--- src/rtl/sar_bus_pkg.sv ---
package sar_bus_pkg;

   typedef struct packed {
      logic en;      // chip enable, active high
      logic sel_n;   // chip select, active low
      logic rd;      // 1 = read, 0 = convert
      logic word;    // 1 = full-word read
      logic half;    // length select / byte half select
   } ctl_t;

   localparam int CTL_W = $bits(ctl_t);

   function automatic logic is_start(input ctl_t c);
      return c.en & ~c.sel_n & ~c.rd;
   endfunction

   function automatic logic is_read(input ctl_t c);
      return c.en & ~c.sel_n & c.rd;
   endfunction

endpackage

--- src/rtl/sar_ctl_sync.sv ---
module sar_ctl_sync #(
   parameter int W      = 5,
   parameter int STAGES = 2
) (
   input  logic         clk,
   input  logic         rst_n,
   input  logic [W-1:0] d,
   output logic [W-1:0] q
);

   if (STAGES < 1) begin : g_bad_stages
      $error("sar_ctl_sync: STAGES must be at least 1");
   end
   if (W < 1) begin : g_bad_width
      $error("sar_ctl_sync: W must be at least 1");
   end

   logic [W-1:0] pipe [STAGES];

   for (genvar s = 0; s < STAGES; s++) begin : g_stage
      if (s == 0) begin : g_first
         always_ff @(posedge clk or negedge rst_n) begin
            if (!rst_n) pipe[0] <= '0;
            else        pipe[0] <= d;
         end
      end else begin : g_next
         always_ff @(posedge clk or negedge rst_n) begin
            if (!rst_n) pipe[s] <= '0;
            else        pipe[s] <= pipe[s-1];
         end
      end
   end

   assign q = pipe[STAGES-1];

endmodule

--- src/rtl/sar_start_det.sv ---
module sar_start_det
   import sar_bus_pkg::*;
(
   input  logic clk,
   input  logic rst_n,
   input  ctl_t ctl,
   output logic start_p,
   output logic rd_en
);

   logic cond_now;
   logic cond_q;

   assign cond_now = is_start(ctl);

   always_ff @(posedge clk or negedge rst_n) begin
      if (!rst_n) cond_q <= 1'b0;
      else        cond_q <= cond_now;
   end

   // rising edge of the combined condition: whichever line arrives last fires it
   assign start_p = cond_now & ~cond_q;
   assign rd_en   = is_read(ctl);

endmodule

--- src/rtl/sar_seq.sv ---
module sar_seq #(
   parameter int RES_W   = 12,
   parameter int SHORT_W = 8
) (
   input  logic             clk,
   input  logic             rst_n,
   input  logic             start_p,
   input  logic             half,
   input  logic             cmp_hi,
   output logic             busy,
   output logic [RES_W-1:0] result
);

   localparam int IW    = $clog2(RES_W);
   localparam int LSB_W = RES_W - SHORT_W;
   localparam logic [RES_W-1:0] TOP_BIT = {1'b1, {(RES_W-1){1'b0}}};
   localparam logic [RES_W-1:0] HI_MASK = {{SHORT_W{1'b1}}, {LSB_W{1'b0}}};

   if (SHORT_W < 1 || SHORT_W >= RES_W) begin : g_bad_short
      $error("sar_seq: SHORT_W must lie between 1 and RES_W-1");
   end

   logic [IW-1:0]    idx;
   logic             len8;
   logic [RES_W-1:0] sar_q;
   logic [RES_W-1:0] sar_nxt;
   logic [IW-1:0]    last_idx;
   logic             last_bit;

   assign last_idx = len8 ? IW'(LSB_W) : '0;
   // a late switch to the short length may find idx already below the limit
   assign last_bit = (idx <= last_idx);

   always_comb begin
      sar_nxt      = sar_q;
      sar_nxt[idx] = cmp_hi;
      if (last_bit) begin
         if (len8) sar_nxt = sar_nxt & HI_MASK;
      end else begin
         sar_nxt[idx - IW'(1)] = 1'b1;
      end
   end

   always_ff @(posedge clk or negedge rst_n) begin
      if (!rst_n) begin
         busy  <= 1'b0;
         idx   <= '0;
         len8  <= 1'b0;
         sar_q <= '0;
      end else begin
         // every start event samples the length select, even mid-conversion
         if (start_p) len8 <= half;
         if (!busy) begin
            if (start_p) begin
               busy  <= 1'b1;
               idx   <= IW'(RES_W - 1);
               sar_q <= TOP_BIT;
            end
         end else begin
            sar_q <= sar_nxt;
            if (last_bit) busy <= 1'b0;
            else          idx  <= idx - IW'(1);
         end
      end
   end

   assign result = sar_q;

endmodule

--- src/rtl/sar_rd_mux.sv ---
module sar_rd_mux #(
   parameter int RES_W   = 12,
   parameter int SHORT_W = 8
) (
   input  logic             rd_en,
   input  logic             word,
   input  logic             half,
   input  logic             busy,
   input  logic [RES_W-1:0] result,
   output logic [RES_W-1:0] dbus,
   output logic [RES_W-1:0] dbus_oe
);

   localparam int LSB_W = RES_W - SHORT_W;
   localparam logic [RES_W-1:0] ALL_OE = '1;
   localparam logic [RES_W-1:0] HI_OE  = {{SHORT_W{1'b1}}, {LSB_W{1'b0}}};

   if (LSB_W < 1 || LSB_W > SHORT_W) begin : g_bad_lanes
      $error("sar_rd_mux: low part must fit in the upper byte lane");
   end

   logic [RES_W-1:0] hi_view;
   logic [RES_W-1:0] lo_view;

   assign hi_view = result & HI_OE;
   assign lo_view = {result[LSB_W-1:0], {SHORT_W{1'b0}}};

   always_comb begin
      dbus    = '0;
      dbus_oe = '0;
      if (rd_en && !busy) begin
         if (word) begin
            dbus    = result;
            dbus_oe = ALL_OE;
         end else if (!half) begin
            dbus    = hi_view;
            dbus_oe = HI_OE;
         end else begin
            dbus    = lo_view;
            dbus_oe = HI_OE;
         end
      end
   end

endmodule

--- src/rtl/sar_bus_ctrl.sv ---
module sar_bus_ctrl
   import sar_bus_pkg::*;
#(
   parameter int RES_W       = 12,
   parameter int SHORT_W     = 8,
   parameter int SYNC_STAGES = 2
) (
   input  logic             clk,
   input  logic             rst_n,
   input  logic             chip_en,
   input  logic             chip_sel_n,
   input  logic             read_conv,
   input  logic             word_mode,
   input  logic             byte_sel,
   input  logic             cmp_hi,
   output logic             busy,
   output logic [RES_W-1:0] dbus,
   output logic [RES_W-1:0] dbus_oe
);

   ctl_t             ctl_raw;
   ctl_t             ctl_s;
   logic             start_p;
   logic             rd_en;
   logic [RES_W-1:0] result;

   assign ctl_raw = '{en: chip_en, sel_n: chip_sel_n, rd: read_conv,
                      word: word_mode, half: byte_sel};

   sar_ctl_sync #(.W(CTL_W), .STAGES(SYNC_STAGES)) u_sync (
      .clk   (clk),
      .rst_n (rst_n),
      .d     (ctl_raw),
      .q     (ctl_s)
   );

   sar_start_det u_det (
      .clk     (clk),
      .rst_n   (rst_n),
      .ctl     (ctl_s),
      .start_p (start_p),
      .rd_en   (rd_en)
   );

   sar_seq #(.RES_W(RES_W), .SHORT_W(SHORT_W)) u_seq (
      .clk    (clk),
      .rst_n  (rst_n),
      .start_p(start_p),
      .half   (ctl_s.half),
      .cmp_hi (cmp_hi),
      .busy   (busy),
      .result (result)
   );

   sar_rd_mux #(.RES_W(RES_W), .SHORT_W(SHORT_W)) u_mux (
      .rd_en  (rd_en),
      .word   (ctl_s.word),
      .half   (ctl_s.half),
      .busy   (busy),
      .result (result),
      .dbus   (dbus),
      .dbus_oe(dbus_oe)
   );

endmodule

--- config.mk ---
export PLATFORM = sky130hd
export DESIGN_NAME = sar_bus_ctrl
export DESIGN_NICKNAME = d
export VERILOG_FILES = /design/src/rtl/sar_bus_pkg.sv /design/src/rtl/sar_ctl_sync.sv /design/src/rtl/sar_start_det.sv /design/src/rtl/sar_seq.sv /design/src/rtl/sar_rd_mux.sv /design/src/rtl/sar_bus_ctrl.sv
export SDC_FILE = /design/constraint.sdc
export NUM_CORES = 1
export LEC_CHECK = 0
export ABC_AREA = 1
export BUFFER_PORTS_ARGS = -buffer_cell sky130_fd_sc_hd__buf_4
export CELL_PAD_IN_SITES_DETAIL_PLACEMENT = 1
export CELL_PAD_IN_SITES_GLOBAL_PLACEMENT = 1
export CORE_MARGIN = 5
export CORE_UTILIZATION = 43
export DETAILED_ROUTE_END_ITERATION = 8
export PLACE_DENSITY_LB_ADDON = 0.05
export SLEW_MARGIN = 20
export SYNTH_ARGS = -nofsm -noshare
export SYNTH_HDL_FRONTEND = slang
export SYNTH_SLANG_ARGS = --single-unit
--- constraint.sdc ---
create_clock -name clk -period 3.3 [get_ports clk]
set_clock_uncertainty 0.1 [all_clocks]
set_input_delay 0.66 -clock clk [delete_from_list [all_inputs] [get_ports clk]]
set_output_delay 0.66 -clock clk [all_outputs]
set_load 0.01 [all_outputs]
## Word-level counts from Yosys, hierarchy flattened

Index checks and enable logic that the tools add are counted.
Widths: inputs -> output; s select.

| cells by class | value |
|---|---|
| bitwise logic cells | 8 |
| equality and inequality tests | 1 |
| reduce and logical (&&, ||, !) cells | 6 |
| order comparisons | 5 |
| multiplexer cells | 21 |
| add/subtract/negate cells | 1 |

Operator list:

| cell | number |
|---|---|
| $mux 12 | 7 |
| $mux 4 | 5 |
| $bwmux 12 | 1 |
| $or 12x12->12 | 1 |
| $lt 4x5->1 const B | 2 |
| $demux 1 s4 | 2 |
| $ge 4x1->1 const B | 2 |
| $mux 1 | 5 |
| $and 1x1->1 | 4 |
| $le 4x4->1 | 1 |
| $sub 4x1->4 const B | 1 |
| $logic_and 1x1->1 | 3 |
| $mux 3 | 1 |
| $not 1->1 | 3 |
| $ne 2x2->1 const B | 1 |
| $reduce_and 2->1 | 1 |
| $reduce_bool 2->1 | 1 |
| $logic_not 1->1 | 1 |

| storage, ports and cells | value |
|---|---|
| output and inout port bits | 25 |
| input bits | 8 |
| logic and storage cells | 49 |
| flip-flop bits (word level) | 29 |

## Longest topological paths before layout

Gate-level depths: netlist (run 1).

| depth | value |
|---|---|
| word-level depth | 8 |
| depth in mapped cells | 10 |
| depth with buffers taken out | 10 |

## By module

From an unflattened synthesis (run 1), not the netlist that was laid out.

| second synthesis, totals | value |
|---|---|
| cells, all modules | 252 |
| area, all modules | 1,871.8 sq um |

By module, submodules not included:

| module | area each (sq um) | cells each | times used | seq. area each (sq um) |
|---|---|---|---|---|
| sar_seq | 1,280.0 | 180 | 1 | 450.4 |
| sar_ctl_sync | 287.8 | 15 | 1 | 250.2 |
| sar_rd_mux | 244.0 | 49 | 1 | 0.0 |
| sar_start_det | 60.1 | 8 | 1 | 25.0 |

## Worst setup path after synthesis (run 1)

Ideal clock, no wire load.

| timing | value |
|---|---|
| path kind | register -> output |
| start | reg u_seq.busy |
| end | out dbus_oe[1] |
| buffers on the path | 1 |
| stages on the path, launching flop included | 5 |
| data required time | 2.540 ns |
| path slack | 1.141 ns |
| data arrival time | 1.399 ns |
| cells stage by stage | dfrtp_1 nor3_4 nand2_1 inv_1 buf_4 |

| between the ends | value |
|---|---|
| word-level cells in the longest chain between the ends | 3 |

RTL lines:

| item | RTL line | text |
|---|---|---|
| start, declared | sar_seq.sv:10 | `output logic busy,` |
| start signal, assigned | sar_seq.sv:46 | `busy <= 1'b0;` |
| start signal, assigned | sar_seq.sv:55 | `busy <= 1'b1;` |
| start signal, assigned | sar_seq.sv:61 | `if (last_bit) busy <= 1'b0;` |
| $logic_not 1->1 | sar_rd_mux.sv:31 | `if (rd_en && !busy) begin` |
| $logic_and 1x1->1 | sar_rd_mux.sv:31 |  |
| $mux 12 | sar_rd_mux.sv:31 |  |
| end, declared | sar_bus_ctrl.sv:18 | `output logic [RES_W-1:0] dbus_oe` |

No other way between the ends.

## Final worst setup path (run 1)

| timing | value |
|---|---|
| start | reg u_sync.pipe, in the netlist u_sync.q[3] |
| end | out dbus_oe[0] |

| between the ends | value |
|---|---|
| word-level cells in the longest chain between the ends | 5 |

RTL lines:

| item | RTL line | text |
|---|---|---|
| start, declared | sar_ctl_sync.sv:18 | `logic [W-1:0] pipe [STAGES];` |
| start signal, assigned by index | sar_ctl_sync.sv:29 | `else pipe[s] <= pipe[s-1];` |
| $not 1->1 | sar_bus_pkg.sv:18 | `return c.en & ~c.sel_n & c.rd;` |
| $and 1x1->1 (2 in series) | sar_bus_pkg.sv:18 |  |
| $logic_and 1x1->1 | sar_rd_mux.sv:31 |  |
| $mux 12 | sar_rd_mux.sv:31 |  |

No other way between the ends.

==> results.toml, run 1 <==
[timing]
layout_setup_ws_ns = 0.7422
slew_headroom_pct = 47.66
hold_viol = 0
worst_slew_pin_slew_ns = 0.7822
slew_violations = 0
setup_violations = 0
rsz0062_at_grt = "false"
fin_setup_tns_ns = 0
period_share_pct = 77.51
min_period_ns = 2.558
holdWs_ns = 0.1982
fmax_mhz = 391.0

[placement]
port_buffers = 32
postPlaceCellArea_sq_mm = 0.001991
gp_congestion = 0.8895
place_ws_ns = 1.016
place_hpwl_microns = 3706

[worst_setup_path]
cp-start-kind = "flip-flop"
required_ns = 2.54
crit_type = "flip-flop to output pin"
cp.arrival_ns = 1.80
r2r_start = "u_seq.idx[2]$_DFFE_PN0P_"
cp_max_fo = 14
cp-startpoint = "u_sync.q[3]$_DFF_PN0_"
setup.worst_path.end_class = "output pin"

[drt]
num_vias = 1637
drtIter0Drc = 74
routedWlPerCell_microns = 15.32
drt_first_pass_iters = 4
route.detailed.drc = 0
detail-route-antenna-nets = 0
wl_microns = 4919
vias_per_cell = 5.100

[yosys]
syn_area_per_cell_sq_um = 7.314
syn_inst = 246
synth-edff-count = 0
ys_ff_latch = 29
synthArstFlopShare_pct = 100.0
yosysMostFrequentCell = "nand2_1"
synth_top_area_share_pct = 40.33
yosysUniqueCellTypes = 25
ys_seq_area_share_pct = 40.33
yosys-top-cells-count = "81 x nand2_1, 29 x dfrtp_1, 29 x nand3_1"
synth_area_sq_mm = 0.001799
synthFlopType = "dfrtp_1"
synth.area.top_cells = "dfrtp_1 40%, nand2_1 17%, nand3_1 8.1%"
synth_fp_nets = 262
yosysTopAreaCell = "dfrtp_1"
yosys_warnings = 0

[floorplan]
rows = 23
ios = 33
dieWidth_microns = 74.69
fp.dieArea_sq_mm = 0.005578
die_y_microns = 74.69
core_area_sq_mm = 0.004029
start_util_pct = 44.66

[layout]
area_growth_syn_to_layout_pct = 15.99
fin_area_sq_mm = 0.002087
diodes = 0
num-fill-cells = 517
nNetsFinal = 286
drive_above_1_share_pct = 19.56

[global_routing]
grt_max_degree = 30
antenna_found_initial = 0
grt_pass1_vias = 1746
track_usage_pct = 19.83
overflow = 0
grt_pass1_wl_microns = 8342

[clocking]
cts_tree = "yes"
cts_max_level = 2
cts_setup_buffers = 0
cts_buffers = 5
clock_path_buffers = 2
cts_sinks = 29
postCtsHoldBufs = 0
post_cts_resized = 0
clk_pin_slew_ns = 0.07
clk_latency_ns = 0.28
root_buffer = "clkbuf_8"

[job]
cap_violations = 0

[power_and_ir_drop]
p_leak_nw = 1.153
peakVddDrop_mv = 0.3948
power_density_mw_per_mm2 = 849.1
p_total_mw = 1.772

[status]
status = "complete, no violations"

[min_path]
min_path_type = "input pin to async pin"
## cells in the final DEF, fill, tap and decap left out, drive strengths merged
cell	instances
a22oi	1
a21boi	3
nand2	83
nor2	16
nor3	6
o21ai	14
o22ai	1
clkbuf	6
inv	31
a21oi	8
clkinv	2
buf	33
dfrtp	29
nand3	29
ha	8
and3	1
## power breakdown
group / switching (mW) / internal [mW] / total, mW / leakage (nW)
Combinational: 0.603 / 0.292 / 0.895 / 0.751
Clock: 0.144 / 0.169 / 0.313 / 0.0512
Sequential: 0.105 / 0.459 / 0.564 / 0.351
## stage by stage
step	utilization [%]	instances
after floorplan	-	246
after global placement	49.41	313
after detailed placement	49.41	313
after CTS	51.80	321
after global routing	51.80	321
final	51.80	321
## final cells by class
| type | instances | area [sq um] | area share, % |
|---|---|---|---|
| Clock buffer | 6 | 82.58 | 3.957 |
| Multi-Input combinational cell | 170 | 838.3 | 40.17 |
| Clock inverter | 2 | 13.76 | 0.6595 |
| Sequential cell | 29 | 725.7 | 34.77 |
| Inverter | 31 | 116.4 | 5.576 |
| Tap cell | 50 | 62.56 | 2.998 |
| Timing Repair Buffer | 33 | 247.7 | 11.87 |
## layer usage
| metal | share of wire (%) | track usage [%] | vias up |
|---|---|---|---|
| li1 | - | - | 816 |
| met1 | 45 | 24.81 | 793 |
| met2 | 51 | 35.41 | 23 |
| met3 | 3.4 | 2.937 | 5 |
| met4 | 0.61 | 5.731 | 0 |
| met5 | 0 | 0 | - |
## state kept, by name (all words and copies together), names as in the netlist
signal / cells
u_sync.q: 5
u_seq.busy: 1
u_seq.result: 12
u_det.cond_q: 1
u_sync.pipe: 5
u_seq.len8: 1
u_seq.idx: 4
## worst paths after layout
path                       slack [ns]                           to  cells after the start
min in group clk                 0.25        u_sync.q[4]$_DFF_PN0_                      0
max reg2reg                      1.26     u_seq.idx[0]$_DFFE_PN0P_                      7
max in group asynchronous        2.63  u_seq.result[4]$_DFFE_PN0P_                      1
max                              0.74                   dbus_oe[0]                      6
min reg2reg                      0.25        u_sync.q[4]$_DFF_PN0_                      0
min                              0.20       u_seq.len8$_DFFE_PN0P_                      1
## critical path, cell delays in order, from the launching register on
cell     delay (ns)
dfrtp_1        0.37
nor2_1         0.13
inv_1          0.10
nor3_4         0.39
nand2_1        0.22
inv_1          0.16
buf_4          0.14
## logic make-up after synthesis
group                    count (synthesis)  share of synthesized area (%)
AO/OA/AOI/OAI                           27                          8.137
AND/OR/NAND/NOR                        135                          32.89
adder cells (fa/ha/maj)                  8                          5.564
buffers and inverters                   47                          13.07
flip-flops                              29                          40.33
Power figures use the tool's default switching activity.
==> run 2: changes to the inputs <==
Settings changed: CORE_UTILIZATION 43 to 36.
Clock period 3.3 ns to 2.2 ns, I/O delays scaled along.
==> run 2 against run 1 <==
  * Critical path depth is 1 higher
  * First-iteration DRC count down 16%
  * Final area increased by 5.2%
  * Clock-buffer cell count is the same
  * Non-clock buffer count up 6
  * Final cell count increased by 7.2%
  * Critical endpoint is now dbus[10]
  * Worst setup slack lost 0.61 ns
  * Total power up 57%
==> results.toml, run 2 (synthesized netlist as in run 1, its figures left out) <==
[timing]
fmax_mhz = 484.3
slew_violations = 0
min_period_ns = 2.065
hold_viol = 0
worst_slew_pin_slew_ns = 0.3789
setup_violations = 0
rsz0062_at_grt = "false"
layout_setup_ws_ns = 0.1351
period_share_pct = 93.86
slew_headroom_pct = 74.74
fin_setup_tns_ns = 0

[worst_setup_path]
cp-start-kind = "flip-flop"
slowest_stage = "dfrtp_1"
ff2ff_setup_slack_ns = 0.39
required_ns = 1.66
critical_path.max_stage_delay_ns = 0.37
r2r-end = "u_seq.idx[2]$_DFFE_PN0P_"
crit_type = "flip-flop to output pin"
r2r_cells = 8
setup.worst_path.end_class = "output pin"
crit_chain = "nor2_2 -> inv_2 -> nor3_4 -> buf_6 -> o21ai_1 -> a21oi_1 -> buf_4"
cp_max_fo = 7
r2r_start = "u_seq.idx[0]$_DFFE_PN0P_"
cp.arrival_ns = 1.52

[global_routing]
antenna_found_initial = 0
grt_pass1_vias = 1658
grt_pass1_wl_microns = 8300
track_usage_pct = 17.02
overflow = 0
grt_max_degree = 30

[drt]
vias_per_cell = 4.625
num_vias = 1591
drtIter0Drc = 62
detail-route-antenna-nets = 0
route.detailed.drc = 0
routedWlPerCell_microns = 14.27
drt_first_pass_iters = 4
wl_microns = 4910

[clocking]
clock_path_buffers = 2
cts_tree = "yes"
cts_buffers = 5
root_buffer = "clkbuf_8"
cts_max_level = 2
clk_pin_slew_ns = 0.08
clk_latency_ns = 0.29
cts_sinks = 29

[min_path]
min_from = "word_mode"
hold_end = "u_sync.pipe[6]$_DFF_PN0_"
min_path_type = "input pin to flip-flop"
hold_depth = 1

[power_and_ir_drop]
peakVddDrop_mv = 0.5802
p_total_mw = 2.786
p_leak_nw = 1.190
power_density_mw_per_mm2 = 1269

[floorplan]
ios = 33
dieWidth_microns = 80.70
rows = 25
die_y_microns = 80.70
fp.dieArea_sq_mm = 0.006512
core_area_sq_mm = 0.004786
start_util_pct = 37.59

[placement]
place_hpwl_microns = 3673
gp_congestion = 0.8324
placed_cells = 334
port_buffers = 32
place_ws_ns = 0.3303

[layout]
drive_above_1_share_pct = 23.47
final_cell_mix = "80 x nand2_1, 37 x buf_4, 29 x nand3_1, 29 x dfrtp_1, 23 x inv_1"
nNetsFinal = 292
largest_reg_flops = 12
fin_cells = 344
fin_util_pct = 45.88
area_growth_syn_to_layout_pct = 22.04
diodes = 0
final_common_cell = "nand2_1"

[status]
status = "complete, no violations"

[job]
cap_violations = 0
==> run 2: cell types whose count changed in the layout (fill, tap and decap cells not counted), moves of 2 or more <==
| cell | previous run | this run |
|---|---|---|
| inv_1 | 26 | 23 |
| o21ai_1 | 2 | 4 |
| buf_4 | 33 | 37 |
| nor2_1 | 13 | 11 |
| o21ai_0 | 12 | 10 |
| inv_2 | 5 | 8 |
| nor2_2 | 1 | 3 |
==> run 2: power breakdown <==
part	internal, mW	total [mW]	switching, mW
logic	0.461	1.36	0.902
clock network	0.368	0.596	0.228
registers	0.689	0.827	0.138
total	1.52	2.79	1.27
==> run 2: worst max path at each step <==
stage	start	to	slack, ns	depth (start not counted)
5_1_grt	u_sync.q[3]$_DFF_PN0_	dbus[5]	0.02	7
3_3_place_gp	u_sync.q[3]$_DFF_PN0_	dbus[10]	0.38	6
6_report	u_sync.q[3]$_DFF_PN0_	dbus[10]	0.14	7
2_1_floorplan	u_seq.busy$_DFF_PN0_	dbus_oe[1]	0.26	4
4_1_cts	u_sync.q[3]$_DFF_PN0_	dbus[4]	0.01	6
3_5_place_dp	u_sync.q[3]$_DFF_PN0_	dbus[4]	0.33	6
==> run 2: cell type report <==
type                       count  area [sq um]
clock buffer                   6         82.58
clock inverter                 2         37.54
fill                         633          2590
inverter                      31         116.4
multi-input combinational    170         850.8
sequential                    29         725.7
tap                           67         83.83
timing repair buffer          39         299.0
==> run 2: per-stage QoR <==
stage	hold slack [ns]	cell area, sq um
4_1_cts	0.1524	2172
6_report	0.1560	2196
3_3_place_gp	0.2337	2042
3_5_place_dp	0.2371	2042
2_1_floorplan	0.04441	1799
5_1_grt	0.1500	2196
==> run 2: critical path: cells and delay by family, from the launching register on <==
family | cells | cell delay [ns]
buffers and inverters | 3 | 0.37
AO/OA/AOI/OAI | 2 | 0.21
flip-flops | 1 | 0.37
AND/OR/NAND/NOR | 2 | 0.31
==> run 2: what timing repair did <==
item,in CTS,in global routing
resized for setup,0,10
buffers inserted,0,1
hold buffers,1,0
endpoints found under the setup margin,0,16
endpoints found under the hold margin,29,0
==> run 2: layer usage <==
metal	vias up	routed length, microns	global-route usage (%)
li1	822	-	-
met4	0	52	5.068
met1	749	2381	22.42
met3	4	100	3.027
met5	-	0	0
met2	16	2376	28.31
==> run 3: changes to the inputs <==
Settings changed: ABC_AREA 1 to not set, CORE_UTILIZATION 36 to 38.
==> run 3 against run 2 <==
  * Critical endpoint is now dbus[9]
  * Global-route usage down 0.48 points
  * Die area down 12%
  * Final area down 8.0%
==> results.toml, run 3 <==
[drt]
routedWlPerCell_microns = 18.13
detail-route-antenna-nets = 0
vias_per_cell = 5.374
drt_first_pass_iters = 4
route.detailed.drc = 0
drtIter0Drc = 61
wl_microns = 4405
num_vias = 1306

[clocking]
clk_pin_slew_ns = 0.07
clock_path_buffers = 2
clk_latency_ns = 0.29
cts_buffers = 5
cts_max_level = 2
root_buffer = "clkbuf_8"
cts_tree = "yes"
cts_sinks = 29

[power_and_ir_drop]
pwr-share-comb_pct = 43.6
intPower_mw = 1.500
seqPwrFrac_pct = 33.3
p_sw_mw = 1.009
p_total_mw = 2.509
clkPwrFrac_pct = 23.1
power_density_mw_per_mm2 = 1242
peakVddDrop_mv = 0.4950
p_leak_nw = 0.9927
swShare_pct = 40.21

[layout]
regArea_sq_um = 725.7
largest_reg_flops = 12
final_common_cell = "buf_4"
num-fill-cells = 491
diodes = 0
multiInputGateArea_sq_um = 800.8
nNetsFinal = 206
drive_above_1_share_pct = 26.18
final_cell_mix = "36 x buf_4, 29 x dfrtp_1, 17 x nand2_1, 10 x and3_1, 9 x mux2i_1"
area_growth_syn_to_layout_pct = 22.55

[worst_setup_path]
endpoint = "dbus[9]"
critical_path.max_stage_delay_ns = 0.41
slowest_stage = "dfrtp_1"
r2r_start = "u_seq.idx[1]$_DFFE_PN0P_"
r2r_cells = 6
critPathTopFamily = "simple AND/OR/NAND/NOR gates"
crit_buf_inv = 1
crit_chain = "nand2b_1 -> mux2i_1 -> nor2_1 -> buf_4"
r2r-end = "u_seq.idx[1]$_DFFE_PN0P_"
cp_max_fo = 8
crit_type = "flip-flop to output pin"
cp-start-kind = "flip-flop"
path_depth = 4
required_ns = 1.66
setup.worst_path.end_class = "output pin"
cp-startpoint = "u_sync.q[1]$_DFF_PN0_"
cp.arrival_ns = 1.57
ff2ff_setup_slack_ns = 0.19

[floorplan]
die_y_microns = 75.85
core_area_sq_mm = 0.004294
ios = 33
fp.dieArea_sq_mm = 0.005753
start_util_pct = 38.37
dieWidth_microns = 75.85
rows = 24

[timing]
fmax_mhz = 473.0
min_period_ns = 2.114
fin_setup_tns_ns = 0
slew_violations = 0
hold_viol = 0
slew_headroom_pct = 39.75
layout_setup_ws_ns = 0.08572
worst_slew_pin_slew_ns = 0.9004
setup_violations = 0
period_share_pct = 96.10
rsz0062_at_grt = "false"

[yosys]
yosys.area_share.xor_xnor_pct = 0.5315
synth_fp_nets = 178
yosys_warnings = 0
synthMuxAreaShare_pct = 10.93
yosysUniqueCellTypes = 32
synth_compound_area_share_pct = 13.36
synth-edff-count = 0
synth_area_sq_mm = 0.001648
ys_seq_area_share_pct = 44.04
syn_inst = 162
synth.area.top_cells = "dfrtp_1 44%, ha_1 6.1%, mux2i_1 5.5%"
synthArstFlopShare_pct = 100.0
synth_adder_area_share_pct = 6.074
yosysMostFrequentCell = "dfrtp_1"
yosysTopAreaCell = "dfrtp_1"
synth_top_area_share_pct = 44.04
synthFlopType = "dfrtp_1"
yosys-top-cells-count = "29 x dfrtp_1, 18 x nand2_1, 11 x buf_4"
syn_area_per_cell_sq_um = 10.17
ys_ff_latch = 29
synth_top_family_by_area = "simple AND/OR/NAND/NOR gates"
synthSimpleGateAreaFrac_pct = 17.39

[status]
status = "complete, no violations"

[placement]
port_buffers = 32
place_ws_ns = 0.2408
place_hpwl_microns = 3211
gp_congestion = 0.8220

[global_routing]
antenna_found_initial = 0
grt_pass1_vias = 1305
overflow = 0
grt_pass1_wl_microns = 7017
grt_max_degree = 30
track_usage_pct = 16.55

[job]
cap_violations = 0

[min_path]
min_path_type = "input pin to flip-flop"
hold_depth = 1
[run 3: worst register-to-register path: cells and delay by family, from the launching register on]
| kind | cells | cell delay, ns |
|---|---|---|
| buf+inv | 1 | 0.13 |
| fa+ha+maj | 1 | 0.25 |
| compound gates | 3 | 0.81 |
| simple gates | 1 | 0.20 |
| flops | 1 | 0.44 |
[run 3: area by class of cell]
cell class | count | area share [%]
inverters | 6 | 1.363
flip-flops and latches | 29 | 35.94
multi-input cells | 111 | 39.65
well taps | 52 | 3.222
clock inverters | 2 | 1.859
clock buffers | 6 | 4.089
repair buffers | 37 | 13.88
[run 3: kinds of logic after synthesis]
family / count (synthesis)
flip-flops: 29
XOR/XNOR: 1
adder cells (fa/ha/maj): 8
AND/OR/NAND/NOR: 53
buffers and inverters: 22
AO/OA/AOI/OAI: 32
multiplexers: 17
[run 3: stage by stage]
step / utilization (%) / hold WS, ns / instance area (sq um) / cells
floorplan: - / 0.04441 / 1648 / 162
global placement: 43.59 / 0.2328 / 1872 / 233
detailed placement: 43.59 / 0.2379 / 1872 / 233
CTS: 46.85 / 0.1445 / 2012 / 243
global route: 47.03 / 0.1416 / 2019 / 243
finish: 47.03 / 0.1537 / 2019 / 243
[run 3: routing by layer]
metal / up-vias / routed length [microns] / GRT usage (%) / part of all wire [%]
met5: - / 0 / 0 / 0
met4: 0 / 58 / 5.825 / 1.3
met3: 5 / 151 / 3.562 / 3.4
met2: 25 / 2177 / 26.81 / 49
met1: 654 / 2018 / 21.75 / 46
li1: 622 / - / - / -
[run 3: worst min-delay path by stage]
| stage | to | from |
|---|---|---|
| final | u_sync.pipe[6]$_DFF_PN0_ | word_mode |
| after global routing | u_sync.pipe[6]$_DFF_PN0_ | word_mode |
| after CTS | u_sync.pipe[6]$_DFF_PN0_ | word_mode |
| after detailed placement | u_sync.q[2]$_DFF_PN0_ | u_sync.pipe[7]$_DFF_PN0_ |
| after global placement | u_sync.q[3]$_DFF_PN0_ | u_sync.pipe[8]$_DFF_PN0_ |
| after floorplan | u_det.cond_q$_DFF_PN0_ | rst_n |
[run 3: power by group through the flow]
stage          combinational (mW)  sequential (mW)  clock (mW)
2_1_floorplan               0.762            0.802           0
3_3_place_gp                 1.05            0.837           0
3_5_place_dp                 1.09            0.843           0
4_1_cts                      1.10            0.832       0.595
5_1_grt                      1.21            0.852       0.619
6_report                     1.09            0.835       0.579
[run 3: timing repair]
action / 4_1_cts / 5_1_grt
setup endpoints to repair: 8 / 14
gates resized for setup: 1 / 3
pin swaps: 0 / 0
setup buffers: 1 / 0
hold buffers: 1 / 0
hold endpoints to repair: 29 / 0
